===== config.mk =====
export PLATFORM = sky130hd
export DESIGN_NAME = bootvec_seq
export DESIGN_NICKNAME = d
export VERILOG_FILES = /design/src/rtl/vecseq_pkg.sv /design/src/rtl/vecseq_clkdiv.sv /design/src/rtl/vecseq_nmi_edge.sv /design/src/rtl/vecseq_fetch.sv /design/src/rtl/bootvec_seq.sv
export SDC_FILE = /design/constraint.sdc
export NUM_CORES = 1
export LEC_CHECK = 0
export BUFFER_PORTS_ARGS = -buffer_cell sky130_fd_sc_hd__buf_2
export CORE_AREA = 2 2 91 49
export CTS_CLUSTER_SIZE = 16
export DETAILED_ROUTE_END_ITERATION = 6
export DIE_AREA = 0 0 93 51
export MAX_ROUTING_LAYER = met4
export PLACE_DENSITY = 0.77
export SYNTH_ARGS = -nofsm -noshare
export SYNTH_HDL_FRONTEND = slang
export SYNTH_HIERARCHICAL = 1
export SYNTH_SLANG_ARGS = --single-unit

===== constraint.sdc =====
create_clock -name clk -period 1.4 [get_ports clk]
set_input_delay 0.14 -clock clk [delete_from_list [all_inputs] [get_ports clk]]
set_output_delay 0.14 -clock clk [all_outputs]
set_load 0.02 [all_outputs]

===== src/rtl/vecseq_pkg.sv =====
package vecseq_pkg;
   typedef enum logic [2:0] {
      SQ_WAIT_RST = 3'd0,
      SQ_READ_HI  = 3'd1,
      SQ_READ_LO  = 3'd2,
      SQ_LAUNCH   = 3'd3,
      SQ_RUN      = 3'd4
   } seq_state_t;
endpackage


===== src/rtl/vecseq_clkdiv.sv =====
module vecseq_clkdiv #(
   parameter int DIV = 4
) (
   input  logic clk,
   input  logic rst_in,
   output logic sys_clk_out
);
   localparam int HALF = DIV / 2;

   generate
      if (DIV == 2) begin : g_toggle
         always_ff @(posedge clk) begin
            if (rst_in) sys_clk_out <= 1'b0;
            else        sys_clk_out <= ~sys_clk_out;
         end
      end else begin : g_count
         localparam int CW = $clog2(DIV);
         logic [CW-1:0] cnt;
         always_ff @(posedge clk) begin
            if (rst_in) begin
               cnt         <= '0;
               sys_clk_out <= 1'b0;
            end else begin
               cnt <= (cnt == CW'(DIV - 1)) ? '0 : cnt + 1'b1;
               if (cnt == CW'(HALF - 1) || cnt == CW'(DIV - 1))
                  sys_clk_out <= ~sys_clk_out;
            end
         end
      end
   endgenerate
endmodule


===== src/rtl/vecseq_nmi_edge.sv =====
module vecseq_nmi_edge #(
   parameter int SYNC_STAGES = 2
) (
   input  logic clk,
   input  logic rst_in,
   input  logic nmi_in,
   output logic nmi_rise
);
   logic [SYNC_STAGES:0] chain;

   always_ff @(posedge clk) begin
      if (rst_in) chain <= '0;
      else        chain <= {chain[SYNC_STAGES-1:0], nmi_in};
   end

   assign nmi_rise = chain[SYNC_STAGES-1] & ~chain[SYNC_STAGES];
endmodule


===== src/rtl/vecseq_fetch.sv =====
module vecseq_fetch
   import vecseq_pkg::*;
#(
   parameter int              ADDR_W  = 16,
   parameter int              DATA_W  = 8,
   parameter int              DIV     = 4,
   parameter logic [ADDR_W-1:0] VEC_RST = 16'hFFFE,
   parameter logic [ADDR_W-1:0] VEC_NMI = 16'hFFFC
) (
   input  logic              clk,
   input  logic              rst_in,
   input  logic              nmi_rise,
   input  logic [DATA_W-1:0] bus_rdata,
   output logic              fetch_active,
   output logic [ADDR_W-1:0] fetch_addr,
   output logic              core_hold,
   output logic              start_pulse,
   output logic [ADDR_W-1:0] pc_out
);
   localparam int CW = $clog2(DIV);

   seq_state_t        state;
   logic [CW-1:0]     bcnt;
   logic              is_nmi;
   logic              pending;
   logic [DATA_W-1:0] pc_hi, pc_lo;
   logic              last_beat;
   logic [ADDR_W-1:0] base;

   assign last_beat = (bcnt == CW'(DIV - 1));

   always_ff @(posedge clk) begin
      if (rst_in) begin
         state   <= SQ_WAIT_RST;
         bcnt    <= '0;
         is_nmi  <= 1'b0;
         pending <= 1'b0;
         pc_hi   <= '0;
         pc_lo   <= '0;
      end else begin
         if (nmi_rise) pending <= 1'b1;
         unique case (state)
            SQ_WAIT_RST: begin
               state  <= SQ_READ_HI;
               bcnt   <= '0;
               is_nmi <= 1'b0;
            end
            SQ_READ_HI: begin
               if (last_beat) begin
                  pc_hi <= bus_rdata;
                  bcnt  <= '0;
                  state <= SQ_READ_LO;
               end else begin
                  bcnt <= bcnt + 1'b1;
               end
            end
            SQ_READ_LO: begin
               if (last_beat) begin
                  pc_lo <= bus_rdata;
                  bcnt  <= '0;
                  state <= SQ_LAUNCH;
               end else begin
                  bcnt <= bcnt + 1'b1;
               end
            end
            SQ_LAUNCH: state <= SQ_RUN;
            SQ_RUN: begin
               if (pending || nmi_rise) begin
                  state   <= SQ_READ_HI;
                  bcnt    <= '0;
                  is_nmi  <= 1'b1;
                  pending <= 1'b0;
               end
            end
            default: state <= SQ_WAIT_RST;
         endcase
      end
   end

   assign base         = is_nmi ? VEC_NMI : VEC_RST;
   assign fetch_active = (state == SQ_READ_HI) || (state == SQ_READ_LO);
   assign fetch_addr   = (state == SQ_READ_LO) ? base + ADDR_W'(1) : base;
   assign core_hold    = (state != SQ_RUN);
   assign start_pulse  = (state == SQ_LAUNCH);
   assign pc_out       = {pc_hi, pc_lo};
endmodule


===== src/rtl/bootvec_seq.sv =====
module bootvec_seq #(
   parameter int ADDR_W      = 16,
   parameter int DATA_W      = 8,
   parameter int CLK_DIV     = 4,
   parameter int SYNC_STAGES = 2
) (
   input  logic              clk,
   input  logic              rst_in,
   input  logic              nmi_in,
   input  logic              out_dis,
   input  logic [ADDR_W-1:0] core_addr,
   input  logic              core_wr,
   input  logic [DATA_W-1:0] core_wdata,
   input  logic [DATA_W-1:0] bus_rdata,
   output logic [ADDR_W-1:0] bus_addr,
   output logic              bus_rw,
   output logic [DATA_W-1:0] bus_wdata,
   output logic              bus_data_oe,
   output logic              sys_clk_out,
   output logic              core_hold,
   output logic              start_pulse,
   output logic [ADDR_W-1:0] pc_out
);
   localparam logic [ADDR_W-1:0] TOP_ADDR = '1;
   localparam logic [ADDR_W-1:0] VEC_RST  = TOP_ADDR - ADDR_W'(1);
   localparam logic [ADDR_W-1:0] VEC_NMI  = TOP_ADDR - ADDR_W'(3);

   generate
      if (ADDR_W != 2 * DATA_W) begin : g_bad_width
         $error("bootvec_seq: ADDR_W must be twice DATA_W");
      end
      if (CLK_DIV < 2 || (CLK_DIV % 2) != 0) begin : g_bad_div
         $error("bootvec_seq: CLK_DIV must be even and at least 2");
      end
      if (SYNC_STAGES < 2) begin : g_bad_sync
         $error("bootvec_seq: SYNC_STAGES must be at least 2");
      end
   endgenerate

   logic              nmi_rise;
   logic              fetch_active;
   logic [ADDR_W-1:0] fetch_addr;

   vecseq_clkdiv #(.DIV(CLK_DIV)) u_div (
      .clk(clk), .rst_in(rst_in), .sys_clk_out(sys_clk_out)
   );

   vecseq_nmi_edge #(.SYNC_STAGES(SYNC_STAGES)) u_nmi (
      .clk(clk), .rst_in(rst_in), .nmi_in(nmi_in), .nmi_rise(nmi_rise)
   );

   vecseq_fetch #(
      .ADDR_W(ADDR_W), .DATA_W(DATA_W), .DIV(CLK_DIV),
      .VEC_RST(VEC_RST), .VEC_NMI(VEC_NMI)
   ) u_fetch (
      .clk(clk), .rst_in(rst_in), .nmi_rise(nmi_rise), .bus_rdata(bus_rdata),
      .fetch_active(fetch_active), .fetch_addr(fetch_addr),
      .core_hold(core_hold), .start_pulse(start_pulse), .pc_out(pc_out)
   );

   always_comb begin
      if (fetch_active) begin
         bus_addr = fetch_addr;
         bus_rw   = 1'b1;
      end else if (!core_hold) begin
         bus_addr = core_addr;
         bus_rw   = ~core_wr;
      end else begin
         bus_addr = core_addr;
         bus_rw   = 1'b1;
      end
   end

   assign bus_wdata   = core_wdata;
   assign bus_data_oe = ~bus_rw & ~out_dis;
endmodule


# == Word-level counts from Yosys, hierarchy flattened ==
# Index checks and enable logic that the tools add are counted.
# word_totals
reg_bits,29
in_bits,37
# classes
addsub,3
n_eq_ne,11
mux,17
bitwise,7
n_reduce_logical,13
# op_table
cell,n
16-bit two-way mux,2
16-bit by 1-bit adder with 16-bit output (second input constant),1
3-bit one-hot mux with 5 select lines,1
3-bit two-way mux,3
2-bit AND reduction,4
3-bit by 2-bit == test with 1-bit output (second input constant),2
1-bit two-way mux,6
2-bit two-way mux,3
2-bit by 1-bit inequality test with 1-bit output (second input constant),3
2-bit one-hot mux with 3 select lines,1
1-bit inverter,5
2-bit by 1-bit adder with 2-bit output (second input constant),2
2-bit == test (second input constant),2
2-bit OR reduction,2
3-bit by 1-bit == test with 1-bit output (second input constant),1
3-bit == test (second input constant),1
3-bit zero test,1
1-bit logical OR,3
3-bit inequality test (second input constant),1
3-bit AND reduction,1
3-bit nonzero test,1
1-bit bitwise AND,2
2-bit by 1-bit == test with 1-bit output (second input constant),1
1-bit one-hot mux with 2 select lines,1
2-bit nonzero test,1

# == Logic depth before layout (Yosys ltp) ==
# depth
ltp_word,5
mapped_depth,6
mapped_depth_nobuf,4

# == Modules after synthesis ==
# The synthesis kept the hierarchy.
# modules_own_cells
module,n_inst,cells_per_inst,area_each_um2
vecseq_fetch,1,107,1047.3
bootvec_seq,1,28,329.1
vecseq_clkdiv,1,11,121.4
vecseq_nmi_edge,1,7,87.6

# == Least setup slack after synthesis ==
# Ideal clock, no wire load.
# synth_timing
path_type,reg2out
start,register u_fetch.state[0]
end,output port bus_data_oe
t_arrival_ns,1.457
required_ns,1.260
path_slack_ns,-0.197
stages_incl_launch_ff,7
cell_sequence,dfxtp_1 > buf_6 > xnor2_1 > nor2_1 > buf_6 > buf_12 > nor4b_2
# synth_via
elab_chain_len,5
elab_cells_between_ends,8
# synth_rtl
item,line,rtl
from (decl),vecseq_fetch.sv:22,seq_state_t state;
from (signal assigned),vecseq_fetch.sv:34,state <= SQ_WAIT_RST;
from (signal assigned),vecseq_fetch.sv:44,state <= SQ_READ_HI;
from (signal assigned),vecseq_fetch.sv:52,state <= SQ_READ_LO;
3-bit by 1-bit == test with 1-bit output / 3-bit by 2-bit == test with 1-bit output (equally long branches),vecseq_fetch.sv:81,assign fetch_active = (state == SQ_READ_HI) || (state == SQ_READ_LO);
1-bit logical OR (*),vecseq_fetch.sv:81,
via fetch_active,bootvec_seq.sv:41,logic fetch_active;
1-bit two-way mux (*),bootvec_seq.sv:62,if (fetch_active) begin
1-bit inverter (*),bootvec_seq.sv:75,assign bus_data_oe = ~bus_rw & ~out_dis;
1-bit bitwise AND (*),bootvec_seq.sv:75,
to (decl),bootvec_seq.sv:18,"output logic bus_data_oe,"
# Mark *: on every way through the listed nets, which the timed path passes. The rest lies on a longest branch.

# == Worst setup path after layout ==
# layout_timing
start,register u_fetch.state[1]
end,output port bus_addr[1]
# layout_via
elab_chain_len,3
elab_cells_between_ends,5
# layout_rtl
item,line,rtl
3-bit by 1-bit == test with 1-bit output / 3-bit by 2-bit == test with 1-bit output (equally long branches),vecseq_fetch.sv:81,
1-bit logical OR (*),vecseq_fetch.sv:81,
via fetch_active,bootvec_seq.sv:41,
16-bit two-way mux (*),bootvec_seq.sv:62,
to (decl),bootvec_seq.sv:15,"output logic [ADDR_W-1:0] bus_addr,"
# Marked as above.

==> metrics <==
status complete, but fails checks; failing checks setup timing; Starting Density 38.82%; via count 1,205; met3 wire length 153 um; Final Setup Violations 18; largest family of logic cells by synthesized area multiplexers; R2R depth 5; final wirelength 3130 um; vias in the first global route 1,049; worst skew pair latency 0.27 ns; # diodes 0; compound-cell area share of the yosys netlist 5.051%; clk sinks 29; Worst Setup SP u_fetch/state[1]; mux cell area share after synthesis 23.60%; FMAX 606.9 MHz; CP arrival 1.51 ns; Final Hold Fails 0; R2R Setup Slk 0.06 ns; port buffer count 65; CP max stage delay 0.35 ns; Final Cycle Share 117.7%; CP Depth 5; RePlAce Congestion 0.7326; Static Leak 1.005 nW; count of pins over their slew limit 0; share of post-route cells with drive strength above 1 51.58%; Critical Path Start Type register; CTS Buf Count 5; CTS Buffer Depth 2; Register Area 585.6 um2; wl on met1 1621 um; Top Ports 82; Hold Crit Class primary input to register; CTS tree done; critical path peak fanout 5; first-pass GRT wire length 4788 um; HPWL after DPL 2330 um; WP data required 1.26 ns; DR WL/cell 11.26 um; fillers 378; most used cell, CP buf_6; First-pass DRT Iterations 4; hold depth 2; register area share after synthesis 36.62%; initial antenna violation count 0; worst path buffer plus inverter count 2; CTS H-Tree Depth 2; most frequent cells in the layout buf_2, dfxtp_1, nor2_1; Core Region 0.004084 mm2; remaining antenna violation count 0; kind of end point of the critical path primary output; most common cell after layout, fill and taps aside buf_2; Critical Setup Path Class register to primary output; reg2reg end u_fetch/pc_lo[0]; drc violations 0; synthesized flop and latch total 29; Slowest-stage cell, CP dfxtp_2; worst hold slack 0.07741 ns; CP top delay family flip-flops; Die Y 51 um; clock transition at the registers of the reported paths 0.06 ns; Yosys Warn Count 6; gr usage total 13.43%; clock root buffer clkbuf_8; mapped cell area 0.001585 mm2; Final Cell Area 0.002141 mm2; cells after synthesis 153; crit path to bus_addr[1]; Synth Area in Adders 2.368%; largest net degree at the start of global routing 20; die area 0.004743 mm2; max cap viols 0; placed cell area 0.001927 mm2; post-synthesis simple-gate area fraction 15.31%; Final min period 1.648 ns; Syn Area/Cell 10.36 um2; die width 93 um; pwr dens 887.7 mW/mm2; R2R Path Start u_fetch/state[1]; GRT overflow 0; met2 routed WL 1324 um; Power Total 1.900 mW; top sig layer met4; crit path cell chain xnor2_4, nor2_4, buf_6, mux2_4, buf_6; unrepaired setup endpoints after global routing true; xor/xnor share of the synthesized area 0.5525%; Synth cell types 34; # rows 17; Initial DRC Count 48; final clock skew 0.004378 ns; vias per std cell 4.335; area grow syn2layout 35.04%; worst setup margin -0.2478 ns; multi-input logic area 850.8 um2; nets 261; Max rail drop VDD 0.3627 mV
sequential cells by signal, summed over array words and instances, names as in the netlist:
name               flops
u_nmi/chain            3
u_fetch/state          3
u_fetch/bcnt           2
u_fetch/pending        1
u_div/sys_clk_out      1
u_fetch/pc_lo          8
u_fetch/is_nmi         1
u_div/g_count.cnt      2
u_fetch/pc_hi          8
what timing repair did:
action	4_1_cts	5_1_grt
pin swaps	3	3
gates cloned	0	0
gates resized for setup	30	6
buffers inserted	0	1
endpoints found under the setup margin	18	26
hold buffers	0	0
endpoints found under the hold margin	0	0
worst register-to-register path, delay by kind of cell (launching register included):
kind	cells	cell delay, ns
DFF	1	0.38
buffers and inverters	2	0.34
and+or+nand+nor	2	0.32
muxes	1	0.20
report_power, final:
group	total [mW]	internal (mW)	switching, mW
Sequential	0.865	0.850	0.0151
Clock	0.670	0.389	0.281
Combinational	0.365	0.192	0.173
Yosys cell counts:
cell	count	share of area, %
dfxtp_1	29	37
buf_4	23	11
nor2_1	20	4.7
mux2i_1	16	10
mux2_4	9	8.5
mux2_2	7	5.0
nor3_1	5	1.6
a211oi_1	4	1.9
buf_6	4	2.8
nor2b_1	4	1.6
ha_1	3	2.4
a21oi_1	2	0.63
a22o_1	2	1.1
and4bb_1	2	1.6
clkbuf_1	2	0.47
inv_1	2	0.47
nand2_1	2	0.47
a211o_1	1	0.55
a31oi_1	1	0.39
and3b_1	1	0.55
buf_12	1	1.3
buf_2	1	0.32
conb_1	1	0.24
nand2b_1	1	0.39
nand3b_1	1	0.47
nor2_2	1	0.39
nor2b_2	1	0.55
nor3_2	1	0.63
nor3b_1	1	0.47
nor4b_2	1	0.95
o21a_1	1	0.47
or2_1	1	0.39
or3b_1	1	0.55
xnor2_1	1	0.55
cells by family (layout without fill, tap and decap cells):
kind of cell,Yosys count,after routing
AOI/OAI and AO/OA,11,11
xor gates and xnor gates,1,1
adders and majority gates,3,3
buffers and inverters,33,88
DFF,29,29
muxes,32,32
other,1,14
and+or+nand+nor,43,43
layer usage:
metal	up-vias	GRT usage (%)
met5	-	-
met4	0	4.412
met3	5	4.867
met2	23	18.12
met1	558	18.50
li1	619	-
through the flow:
stage	utilization [%]	cells	setup slack (ns)	setup TNS (ns)
2_1_floorplan	-	166	0.002478	0
4_1_cts	51.62	277	-0.2913	-4.450
3_5_place_dp	47.18	270	-0.01607	-0.02264
5_1_grt	52.42	278	-0.3034	-4.522
3_3_place_gp	47.18	270	0.01215	0
6_report	52.42	278	-0.2478	-3.595
how the worst min path moves through the flow:
| stage | to | start |
|---|---|---|
| finish | u_nmi/chain[0] | nmi_in |
| global route | u_nmi/chain[0] | nmi_in |
| CTS | u_nmi/chain[0] | nmi_in |
| detailed placement | bus_wdata[1] | core_wdata[1] |
| global placement | bus_wdata[1] | core_wdata[1] |
| floorplan | u_div/sys_clk_out | rst_in |
area by class of cell:
cell class | count | share of cell area (%)
tap | 57 | 3.331
clock buffer | 7 | 4.033
multi-input combinational | 104 | 39.74
sequential | 29 | 27.35
timing repair buffer | 79 | 25.19
inverter | 2 | 0.3507
No activity file was read; power rests on OpenSTA's default activity.
